$ cat config.mk
export PLATFORM = sky130hd
export DESIGN_NAME = rtc_irq_ctrl
export DESIGN_NICKNAME = d
export VERILOG_FILES = /design/src/rtl/rtc_irq_ctrl.sv
export SDC_FILE = /design/constraint.sdc
export NUM_CORES = 1
export LEC_CHECK = 0
export ABC_AREA = 1
export BUFFER_PORTS_ARGS = -buffer_cell sky130_fd_sc_hd__buf_2
export CORE_MARGIN = 2
export CORE_UTILIZATION = 52
export DETAILED_ROUTE_END_ITERATION = 6
export GPL_TIMING_DRIVEN = 0
export PLACE_DENSITY = 0.81
export SYNTH_ARGS = -nofsm -noshare
export SYNTH_HDL_FRONTEND = slang
export SYNTH_SLANG_ARGS = --single-unit
$ cat constraint.sdc
create_clock -name clk -period 3.6 [get_ports clk]
set_input_delay 0.36 -clock clk [delete_from_list [all_inputs] [get_ports clk]]
set_output_delay 0.36 -clock clk [all_outputs]
set_load 0.01 [all_outputs]
$ cat src/rtl/rtc_irq_ctrl.sv
module rtc_irq_ctrl #(
  parameter int PULSE_CYCLES = 6
) (
  input  logic       clk,
  input  logic       rst_n,
  input  logic       wdog_evt,
  input  logic       alarm_evt,
  input  logic       pfail_evt,
  input  logic       host_sel,
  input  logic       host_rd_en,
  input  logic       host_wr_en,
  input  logic [7:0] host_wdata,
  output logic [7:0] host_rdata,
  output logic       irq_out
);
  localparam int CW = $clog2(PULSE_CYCLES + 1);
  localparam logic [7:0] CFG_RESET = 8'h24;
  localparam logic [7:0] CFG_MASK  = 8'hE6;

  logic [2:0]    flags;
  logic [7:0]    cfg;
  logic [CW-1:0] cnt;

  wire [2:0] evts       = {wdog_evt, alarm_evt, pfail_evt};
  wire [2:0] en         = cfg[7:5];
  wire       pulse_mode = cfg[2];
  wire       pol_high   = cfg[1];
  wire [2:0] kept       = host_rd_en ? 3'b000 : flags;
  wire [2:0] new_set    = evts & en & ~kept;
  wire       level_act  = |(flags & en);
  wire       pulse_act  = (cnt != '0);
  wire       act        = pulse_mode ? pulse_act : level_act;

  assign irq_out = pol_high ? act : ~act;

  always_ff @(posedge clk or negedge rst_n) begin
    if (!rst_n) begin
      flags      <= '0;
      cfg        <= CFG_RESET;
      cnt        <= '0;
      host_rdata <= '0;
    end else begin
      flags <= kept | evts;
      if (host_wr_en && host_sel)
        cfg <= host_wdata & CFG_MASK;
      if (host_rd_en)
        host_rdata <= host_sel ? cfg : {flags, 5'b0};
      if (pulse_mode && (|new_set) && (!pulse_act || host_rd_en))
        cnt <= CW'(PULSE_CYCLES);
      else if (host_rd_en)
        cnt <= '0;
      else if (pulse_act)
        cnt <= cnt - 1'b1;
    end
  end


  flags_clear_chk: assert property (@(posedge clk) disable iff (!rst_n)
    (host_rd_en && evts == 3'b000) |=> (flags == 3'b000));


  evt_latch_chk: assert property (@(posedge clk) disable iff (!rst_n)
    (evts != 3'b000) |=> ((flags & $past(evts)) == $past(evts)));


  no_extend_chk: assert property (@(posedge clk) disable iff (!rst_n)
    (pulse_act && !host_rd_en) |=> (cnt < $past(cnt)));


  pulse_cut_chk: assert property (@(posedge clk) disable iff (!rst_n)
    (host_rd_en && new_set == 3'b000) |=> !pulse_act);


  cfg_hold_chk: assert property (@(posedge clk) disable iff (!rst_n)
    !(host_wr_en && host_sel) |=> $stable(cfg));


  cfg_reserved_chk: assert property (@(posedge clk) disable iff (!rst_n)
    (cfg & ~CFG_MASK) == 8'h00);
endmodule

==> flow_summary.ini, run 1 <==
[timing]
rsz0062_at_grt = false
max_freq_ghz = 0.5621
timing.final.crit_share_pct = 49.42
slew_viol_final = 0
period_minus_slack_ps = 1779
hold_violations = 0
setup_viol = 0
skew_ps = 1.237
fin_setup_tns_ps = 0

[power_and_ir_drop]
pwr-share-seq_pct = 45.2
pwr-share-comb_pct = 31.4
p_per_area_nw_per_um2 = 526.0
peakVddDrop_uv = 254.3
p_int_uw = 346.9
clockPowerShare_pct = 23.4
p_leak_nw = 0.5517
switching_power_uw = 171.7
netSwitchingFraction_pct = 33.10

[drt]
ant_nets = 0
drt-initial-drc-count = 16
vias = 693
routed_via_density = 5.058
drc = 0
wirelength_um = 1644
wl_per_cell_um = 12.00
drt-pass1-iter-count = 4

[worst_hold_path]
hold_depth = 3
hp-class = in2reg
holdCritStartpoint = pfail_evt

[global_route]
grt_usage_pct = 21.21
globalRoute.totalOverflow = 0
grt_max_degree = 17
antenna_found_initial = 0
grt_pass1_vias = 719
grt_pass1_wl_um = 2911

[place]
numPortBuffers = 18
gp_congestion = 0.8230
dp_hpwl_um = 1251

[setup_path]
critPathCaptureType = output port
worstSetupStartpointType = flip-flop
crit_fanout = 4
setup.worst_path.class = reg2out
cp.required_ps = 3240
r2r_cells = 9
reg2reg_setup_slack_ps = 2270
r2r_start = cnt[0]$_DFFE_PN0P_
critPathLaunch = cnt[0]$_DFFE_PN0P_
cp.arrival_ps = 1420

[yosys]
synth_edf_count = 0
yosys-top-cells-area = dfrtp_1 43%, nand2_1 11%, dfstp_2 6.4%
syn_area_sq_um = 822.0
synth_cells = 96
ys_types = 22
netlist_top_cells_count = 24 x nand2_1, 14 x dfrtp_1, 13 x inv_1
yosysSeqAreaShare_pct = 49.01
async_reset_ff_share_pct = 100.0
synth.most_common_cell = nand2_1
yosysTopAreaCellShare_pct = 42.62
syn_avg_cell_area_sq_um = 8.563
synth_top_area_cell = dfrtp_1
ys_seq_elements = 16
ys.flop_type = dfrtp_1
ys_warn_count = 0

[floorplan]
design.core.area_sq_um = 1489
io_pins = 25
die_w_um = 43.76
start_util_pct = 55.21
num_rows = 14
die_h_um = 43.76
dieArea_sq_um = 1915

[clock_network]
root_buffer = clkbuf_4
clk_latency_ps = 290
clk_pin_slew_worst_paths_ps = 90
cts_tree = yes
htree_levels = 1
numCtsBuffers = 3
clock_path_buffers = 2
hold_buffers = 1
cts_resized = 0
postCtsSetupRepairBufs = 0
clock_sinks = 16

[layout]
areaGrowthSynthToFinish_pct = 19.94
drive_above_1_share_pct = 32.23
fin_util_pct = 66.22
nets = 140
n_antenna_cell = 0

[outcome]
run_status = complete, no violations

[flow_run]
cap_violations = 0
[layer usage]
metal | track usage (%) | up-vias | wire [um]
met4 | 10.91 | 0 | 36
met2 | 37.65 | 13 | 868
met3 | 5.417 | 5 | 70
met5 | 0 | - | 0
met1 | 22.93 | 328 | 668
li1 | - | 347 | -
[placed cells by master, fill, tap and decap left out, types with 4 or more instances in the layout]
master,netlist,layout
nand2_1,24,24
buf_2,0,18
dfrtp_1,14,14
inv_1,13,13
o21ai_0,7,7
nor2_1,6,6
nand2_2,4,4
nand3_1,4,4
[critical path, stage by stage, from the launching register on]
cell and delay [ps]:
dfrtp_1 380, inv_1 120, ha_1 200, nand3_1 120, nand2_1 90, nand2_1 50, nand2_1 50, buf_2 120
[sequential cells by signal, indices dropped and copies added, names as in the netlist]
register / cells
cfg: 5
host_rdata: 5
cnt: 3
flags: 3
[worst paths after layout]
kind	end
worst max-delay path	irq_out
worst min-delay path	flags[0]$_DFF_PN0_
worst max register to register	cnt[0]$_DFFE_PN0P_
worst min register to register	host_rdata[7]$_DFFE_PN0P_
max in group asynchronous	cfg[2]$_DFFE_PN1P_
min in group asynchronous	cfg[7]$_DFFE_PN0P_
[cell type report]
class                           count  area [sq um]
Sequential cell                    16         402.9
Multi-Input combinational cell     64         340.3
Inverter                           14         52.55
Fill cell                         146         503.0
Timing Repair Buffer               19         100.1
Buffer                              4         33.78
Tap cell                           16         20.02
Clock buffer                        4         36.28
[metrics by stage]
step           cells  instance area, sq um  hold WS, ps  total power, mW  worst slack (ps)
2_1_floorplan     98                 829.5        64.41           0.3511              2336
3_3_place_gp     132                 939.7        288.2           0.3903              2209
3_5_place_dp     132                 939.7        292.7           0.4020              2142
6_report         137                 985.9        261.4           0.5186              1821
5_1_grt          137                 985.9        261.4           0.5565              1690
4_1_cts          137                 985.9        259.6           0.5244              1802
[power groups by stage]
stage                     Sequential, mW  Clock (mW)  Combinational (mW)
final                              0.235       0.121               0.163
after detailed placement           0.238           0               0.164
after global routing               0.238       0.132               0.186
after global placement             0.236           0               0.154
after floorplan                    0.237           0               0.114
after CTS                          0.235       0.124               0.166
[kinds of logic (layout without fill, tap and decap cells)]
family	after synthesis	after routing	share of synthesized area [%]
compound gates	12	12	7.913
xor+xnor	1	1	1.066
fa+ha+maj	2	2	3.044
buf+inv	18	41	10.50
flops	16	16	49.01
mux	3	3	4.109
other cells	1	3	0.4562
simple gates	43	43	23.90
(Power assumes the default switching activity.)
==> run 2: changes to the inputs <==
==> config.mk (replaced) <==
export PLATFORM = sky130hd
export DESIGN_NAME = rtc_irq_ctrl
export DESIGN_NICKNAME = d
export VERILOG_FILES = /design/src/rtl/rtc_irq_ctrl.sv
export SDC_FILE = /design/constraint.sdc
export NUM_CORES = 1
export LEC_CHECK = 0
export ABC_AREA = 0
export BUFFER_PORTS_ARGS = -buffer_cell sky130_fd_sc_hd__buf_2
export CORE_MARGIN = 2
export CORE_UTILIZATION = 43
export DETAILED_ROUTE_END_ITERATION = 6
export GPL_TIMING_DRIVEN = 0
export PLACE_DENSITY = 0.72
export SYNTH_ARGS = -nofsm -noshare
export SYNTH_HDL_FRONTEND = slang
export SYNTH_SLANG_ARGS = --single-unit
==> constraint.sdc (replaced) <==
create_clock -name clk -period 1.55 [get_ports clk]
set_input_delay 0.155 -clock clk [delete_from_list [all_inputs] [get_ports clk]]
set_output_delay 0.155 -clock clk [all_outputs]
set_load 0.01 [all_outputs]
==> run 2 against run 1 <==
  * The flow now finishes with violations (setup timing)
  * Sequential power is 130% higher
  * Synthesized area decreased by 4.9%
  * Critical path type unchanged
  * Core utilization is 9.6 points lower
  * Global-route usage is 6.3 points lower
  * Sequential share of layout area up 0.31 points
  * Clock-buffer cell count down 1
  * Via count down 20%
  * Critical endpoint unchanged
  * Sequential cell count did not move
  * Clock skew grew 1.3 ps
  * Combinational power rose to 2.9 times the previous value
  * Cell area down 0.76%
==> flow_summary.ini, run 2 <==
[setup_path]
reg2reg_setup_slack_ps = 60
setup.worst_path.class = reg2out
crit_fanout = 2
worstSetupStartpointType = flip-flop
cp.arrival_ps = 1480
regToRegEndpoint = cnt[2]$_DFFE_PN0P_
cp.required_ps = 1390
r2r_cells = 4
critPathCaptureType = output port
critPathLaunch = cnt[0]$_DFFE_PN0P_
setup.worst_path.end = irq_out
r2r_start = cfg[6]$_DFFE_PN0P_

[yosys]
ys_types = 24
ys_warn_count = 0
syn_area_sq_um = 782.0
synth_cells = 70
synth_edf_count = 0
yosysSeqAreaShare_pct = 51.52
ys_seq_elements = 16
synth_top_area_cell = dfrtp_1
async_reset_ff_share_pct = 100.0
yosysTopAreaCellShare_pct = 44.80
synth.most_common_cell = dfrtp_1
netlist_top_cells_count = 14 x dfrtp_1, 6 x mux2i_1, 6 x nand2b_1
ys.flop_type = dfrtp_1
yosys-top-cells-area = dfrtp_1 45%, mux2i_1 7.7%, mux2_2 7.2%
syn_avg_cell_area_sq_um = 11.17

[layout]
n_antenna_cell = 0
reg_top3 = cfg x5, host_rdata x5
fillCellCount = 175
layout_common_cells = 18 x buf_2, 14 x dfrtp_1, 7 x buf_4
nets = 117
finalNonFillerCells = 122
design_area_sq_um = 978.4
multi_input_area_sq_um = 346.6
drive_above_1_share_pct = 38.14
seq_area_sq_um = 402.9
areaGrowthSynthToFinish_pct = 25.12
final_common_cell = buf_2

[drt]
drt-initial-drc-count = 12
wl_per_cell_um = 11.64
vias = 557
drc = 0
ant_nets = 0
wirelength_um = 1420
drt-pass1-iter-count = 4
routed_via_density = 4.566

[clock_network]
clk_pin_slew_worst_paths_ps = 90
cts_tree = yes
numCtsBuffers = 3
clk_latency_ps = 280
root_buffer = clkbuf_4
clock_path_buffers = 2
clock_sinks = 16
htree_levels = 1

[timing]
period_minus_slack_ps = 1632
skew_ps = 2.511
hold_violations = 0
timing.final.crit_share_pct = 105.3
hold_ws_ps = 66.13
finalWorstSetupSlack_ps = -81.89
setup_viol = 1
slew_viol_final = 0
relSlewSlack_pct = 64.68
rsz0062_at_grt = true
worst_slew_pin_slew_ps = 529.8
max_freq_ghz = 0.6128

[floorplan]
io_pins = 25
design.core.area_sq_um = 1727
start_util_pct = 45.29
num_rows = 15
die_w_um = 46.65
dieArea_sq_um = 2176
die_h_um = 46.65

[power_and_ir_drop]
pwr-share-seq_pct = 44.6
p_int_uw = 847.3
p_leak_nw = 0.4785
netSwitchingFraction_pct = 31.13
pwr-share-comb_pct = 38.1
peakVddDrop_uv = 488.8
clockPowerShare_pct = 17.2
p_per_area_nw_per_um2 = 1257
switching_power_uw = 383.0

[place]
place_inst = 114
pre_cts_ws_ps = -30.10
dp_hpwl_um = 1014
gp_congestion = 0.7039
numPortBuffers = 17
post_dp_cell_area_sq_um = 905.9

[outcome]
run_status = complete, but fails checks
violations = setup timing

[global_route]
grt_pass1_wl_um = 2228
use_met1_pct = 18.45
grt.busiest_layer = met2
grt_usage_pct = 14.90
grt_max_degree = 17
globalRoute.totalOverflow = 0
antenna_found_initial = 0
gr-usage-met2_pct = 23.61
grt_pass1_vias = 520
grtUsageMet3_pct = 3.529

[worst_hold_path]
hp-class = in2reg

[flow_run]
cap_violations = 0
-- run 2: changes by cell type in the layout (fill, tap and decap cells not counted), sizes merged, moves of 3 or more --
cell	before	now
inv	14	5
nand2	29	1
nand2b	0	6
o21ai	7	3
and2	0	3
nand3	5	2
buf	22	25
mux2i	0	6
-- run 2: worst min path at each step --
stage,start,to,cells past startpoint
finish,alarm_evt,flags[1]$_DFF_PN0_,2
detailed placement,rst_n,host_rdata[1]$_DFFE_PN0P_,1
CTS,wdog_evt,flags[2]$_DFF_PN0_,2
global route,wdog_evt,flags[2]$_DFF_PN0_,2
global placement,rst_n,host_rdata[1]$_DFFE_PN0P_,1
floorplan,rst_n,cfg[1]$_DFFE_PN0P_,0
-- run 2: power by group through the flow --
stage	sequential [mW]	clock, mW	combinational [mW]
2_1_floorplan	0.554	0	0.283
3_3_place_gp	0.553	0	0.377
3_5_place_dp	0.557	0	0.394
4_1_cts	0.548	0.227	0.476
5_1_grt	0.558	0.244	0.519
6_report	0.549	0.212	0.469
-- run 2: critical path, cell delays in order (launching register included) --
cell and delay (ps):
dfrtp_1 360, inv_1 60, ha_2 190, nor2b_4 130, mux2i_1 180, xnor2_1 140, buf_2 140
-- run 2: layout make-up --
| cell class | instances | share of cell area [%] |
|---|---|---|
| plain buffers | 5 | 3.197 |
| well taps | 25 | 3.197 |
| flip-flops and latches | 16 | 41.18 |
| clock buffers | 3 | 2.302 |
| repair buffers | 22 | 12.79 |
| multi-input cells | 46 | 35.42 |
| inverters | 5 | 1.918 |
-- run 2: cells by family (layout without fill, tap and decap cells) --
kind of cell / count (synthesis) / in the layout / synth area share [%]
AND/OR/NAND/NOR: 17 / 17 / 11.68
flip-flops: 16 / 16 / 51.52
AO/OA/AOI/OAI: 11 / 11 / 9.600
multiplexers: 11 / 11 / 14.88
buffers and inverters: 10 / 35 / 6.399
adder cells (fa/ha/maj): 2 / 2 / 3.199
XOR/XNOR: 2 / 2 / 2.240
other: 1 / 3 / 0.4795
-- run 2: through the flow --
step                power (mW)  utilization (%)  setup TNS (ps)
global route             1.322            56.67          -184.4
global placement        0.9305            52.46               0
CTS                      1.251            56.67          -120.3
detailed placement      0.9505            52.46          -30.10
finish                   1.230            56.67          -81.89
floorplan               0.8363                -               0
-- run 2: layer usage --
metal	share of wire (%)	vias up
li1	-	285
met1	47	256
met2	49	14
met3	3.6	2
met4	0.70	0
met5	0	-
-- run 2: what timing repair did --
action                                 CTS  global route
endpoints found under the hold margin   14             0
buffers inserted                         4             0
pin swaps                                2             1
hold buffers                             1             0
setup endpoints to repair                1             1
gates resized for setup                  3             0
==> run 3: changes to the inputs <==
--- a/config.mk
+++ b/config.mk
@@ -10,7 +10,6 @@
 export CORE_MARGIN = 2
 export CORE_UTILIZATION = 43
 export DETAILED_ROUTE_END_ITERATION = 6
-export GPL_TIMING_DRIVEN = 0
 export PLACE_DENSITY = 0.72
 export SYNTH_ARGS = -nofsm -noshare
 export SYNTH_HDL_FRONTEND = slang
==> run 3 against run 2 <==
  * The flow still finishes with violations (setup timing)
  * Maximum frequency down 0.14%
  * Sequential share of layout area rose by 0.32 points
  * Register-to-register slack about the same
  * Critical path type unchanged
  * Critical endpoint unchanged
  * Highest routed layer unchanged
==> flow_summary.ini, run 3 (synthesis results as in run 2) <==
[clock_network]
clock_path_buffers = 2
cts_tree = yes
clk_pin_slew_worst_paths_ps = 80
root_buffer = clkbuf_4
htree_levels = 1
clock_sinks = 16
numCtsBuffers = 3
clk_latency_ps = 280

[global_route]
grt_usage_pct = 15.87
antenna_found_initial = 0
globalRoute.totalOverflow = 0
grt_pass1_wl_um = 2297
grt_pass1_vias = 549
grt_max_degree = 17

[timing]
slew_viol_final = 0
rsz0062_at_grt = true
worst_slew_pin_slew_ps = 550.3
relSlewSlack_pct = 63.31
max_freq_ghz = 0.6119
timing.final.crit_share_pct = 105.4
setup_viol = 1
period_minus_slack_ps = 1634
hold_violations = 0
skew_ps = 4.776
finalWorstSetupSlack_ps = -84.24

[setup_path]
cpPeakStageDelay_ps = 400
crit_fanout = 2
path_cells = a222oi_1 > mux2i_2 > xnor2_1 > buf_2
critPathCaptureType = output port
cp.arrival_ps = 1480
cpMaxStageDelayCell = a222oi_1
cp.required_ps = 1390
setup.worst_path.class = reg2out
worstSetupStartpointType = flip-flop

[layout]
reg_top3 = cfg x5, host_rdata x5
areaGrowthSynthToFinish_pct = 24.16
nets = 115
final_common_cell = buf_2
n_antenna_cell = 0
layout_common_cells = 18 x buf_2, 14 x dfrtp_1, 6 x nand2b_1, 6 x buf_4
fin_util_pct = 56.23
drive_above_1_share_pct = 38.95
design_area_sq_um = 970.9

[drt]
wl_per_cell_um = 11.79
routed_via_density = 4.767
drt-pass1-iter-count = 5
vias = 572
drc = 0
ant_nets = 0
wirelength_um = 1415
drt-initial-drc-count = 9

[outcome]
violations = setup timing
run_status = complete, but fails checks

[floorplan]
design.core.area_sq_um = 1727
die_h_um = 46.65
io_pins = 25
num_rows = 15
die_w_um = 46.65
dieArea_sq_um = 2176
start_util_pct = 45.29

[power_and_ir_drop]
pwr-share-seq_pct = 43.7
p_per_area_nw_per_um2 = 1293
power_mw = 1.255
netSwitchingFraction_pct = 30.87
peakVddDrop_uv = 901.1
switching_power_uw = 387.6
clockPowerShare_pct = 16.6
pwr-share-comb_pct = 39.6
p_int_uw = 867.8
p_leak_nw = 0.4689

[worst_hold_path]
hp-class = in2reg

[place]
post_dp_cell_area_sq_um = 894.6
dp_hpwl_um = 1013
numPortBuffers = 18
gp_congestion = 0.7219

[flow_run]
cap_violations = 0
-- run 3: changes by cell type in the layout (fill, tap and decap cells not counted), sizes merged --
cell	delta
buf	-1
clkbuf	-1
-- run 3: final cells by class --
cell class	count	area [sq um]
Clock buffer	3	22.52
Multi-Input combinational cell	46	350.3
Inverter	5	18.77
Fill cell	171	755.7
Sequential cell	16	402.9
Tap cell	25	31.28
Timing Repair Buffer	25	145.1
-- run 3: per-layer routing --
metal	up-vias	part of all wire, %	global-route usage (%)
met4	0	0.71	5.000
met3	2	5.8	8.235
met2	17	49	26.67
met5	-	0	0
li1	285	-	-
met1	268	44	17.27
-- run 3: critical path: cells and delay by family, from the launching register on --
family / cells / cell delay (ps)
AO/OA/AOI/OAI: 1 / 400
XOR/XNOR: 1 / 140
buffers and inverters: 1 / 140
flip-flops: 1 / 380
multiplexers: 1 / 140
-- run 3: per-stage QoR --
stage	cells	TNS (ps)	hold WS [ps]	worst slack, ps
after floorplan	72	0	-140.6	160.2
after global placement	112	0	82.29	171.3
after detailed placement	112	0	83.21	129.4
after CTS	120	-103.2	71.80	-103.2
after global routing	120	-196.9	77.58	-196.9
final	120	-84.24	78.58	-84.24
-- run 3: worst paths after layout --
path / end / start / cells after the start / slack, ps
worst min register to register: host_rdata[2]$_DFFE_PN0P_ / host_rdata[2]$_DFFE_PN0P_ / 2 / 520
worst max-delay path: irq_out / cfg[6]$_DFFE_PN0P_ / 4 / -80
worst min-delay path: flags[2]$_DFF_PN0_ / wdog_evt / 2 / 80
max in group asynchronous: cfg[5]$_DFFE_PN1P_ / rst_n / 2 / 940
min in group asynchronous: host_rdata[1]$_DFFE_PN0P_ / rst_n / 2 / 300
worst max register to register: cnt[2]$_DFFE_PN0P_ / cfg[6]$_DFFE_PN0P_ / 4 / 70
-- run 3: power groups by stage --
stage | Clock, mW | Sequential [mW] | Combinational, mW
after global routing | 0.241 | 0.560 | 0.552
after floorplan | 0 | 0.554 | 0.283
after detailed placement | 0 | 0.553 | 0.415
after CTS | 0.220 | 0.547 | 0.496
after global placement | 0 | 0.553 | 0.399
final | 0.209 | 0.549 | 0.497
-- run 3: repair_timing --
item,in CTS,in global routing
hold buffers,1,0
buffers inserted,4,0
pin swaps,2,2
hold endpoints to repair,14,0
endpoints found under the setup margin,1,1
resized for setup,3,1
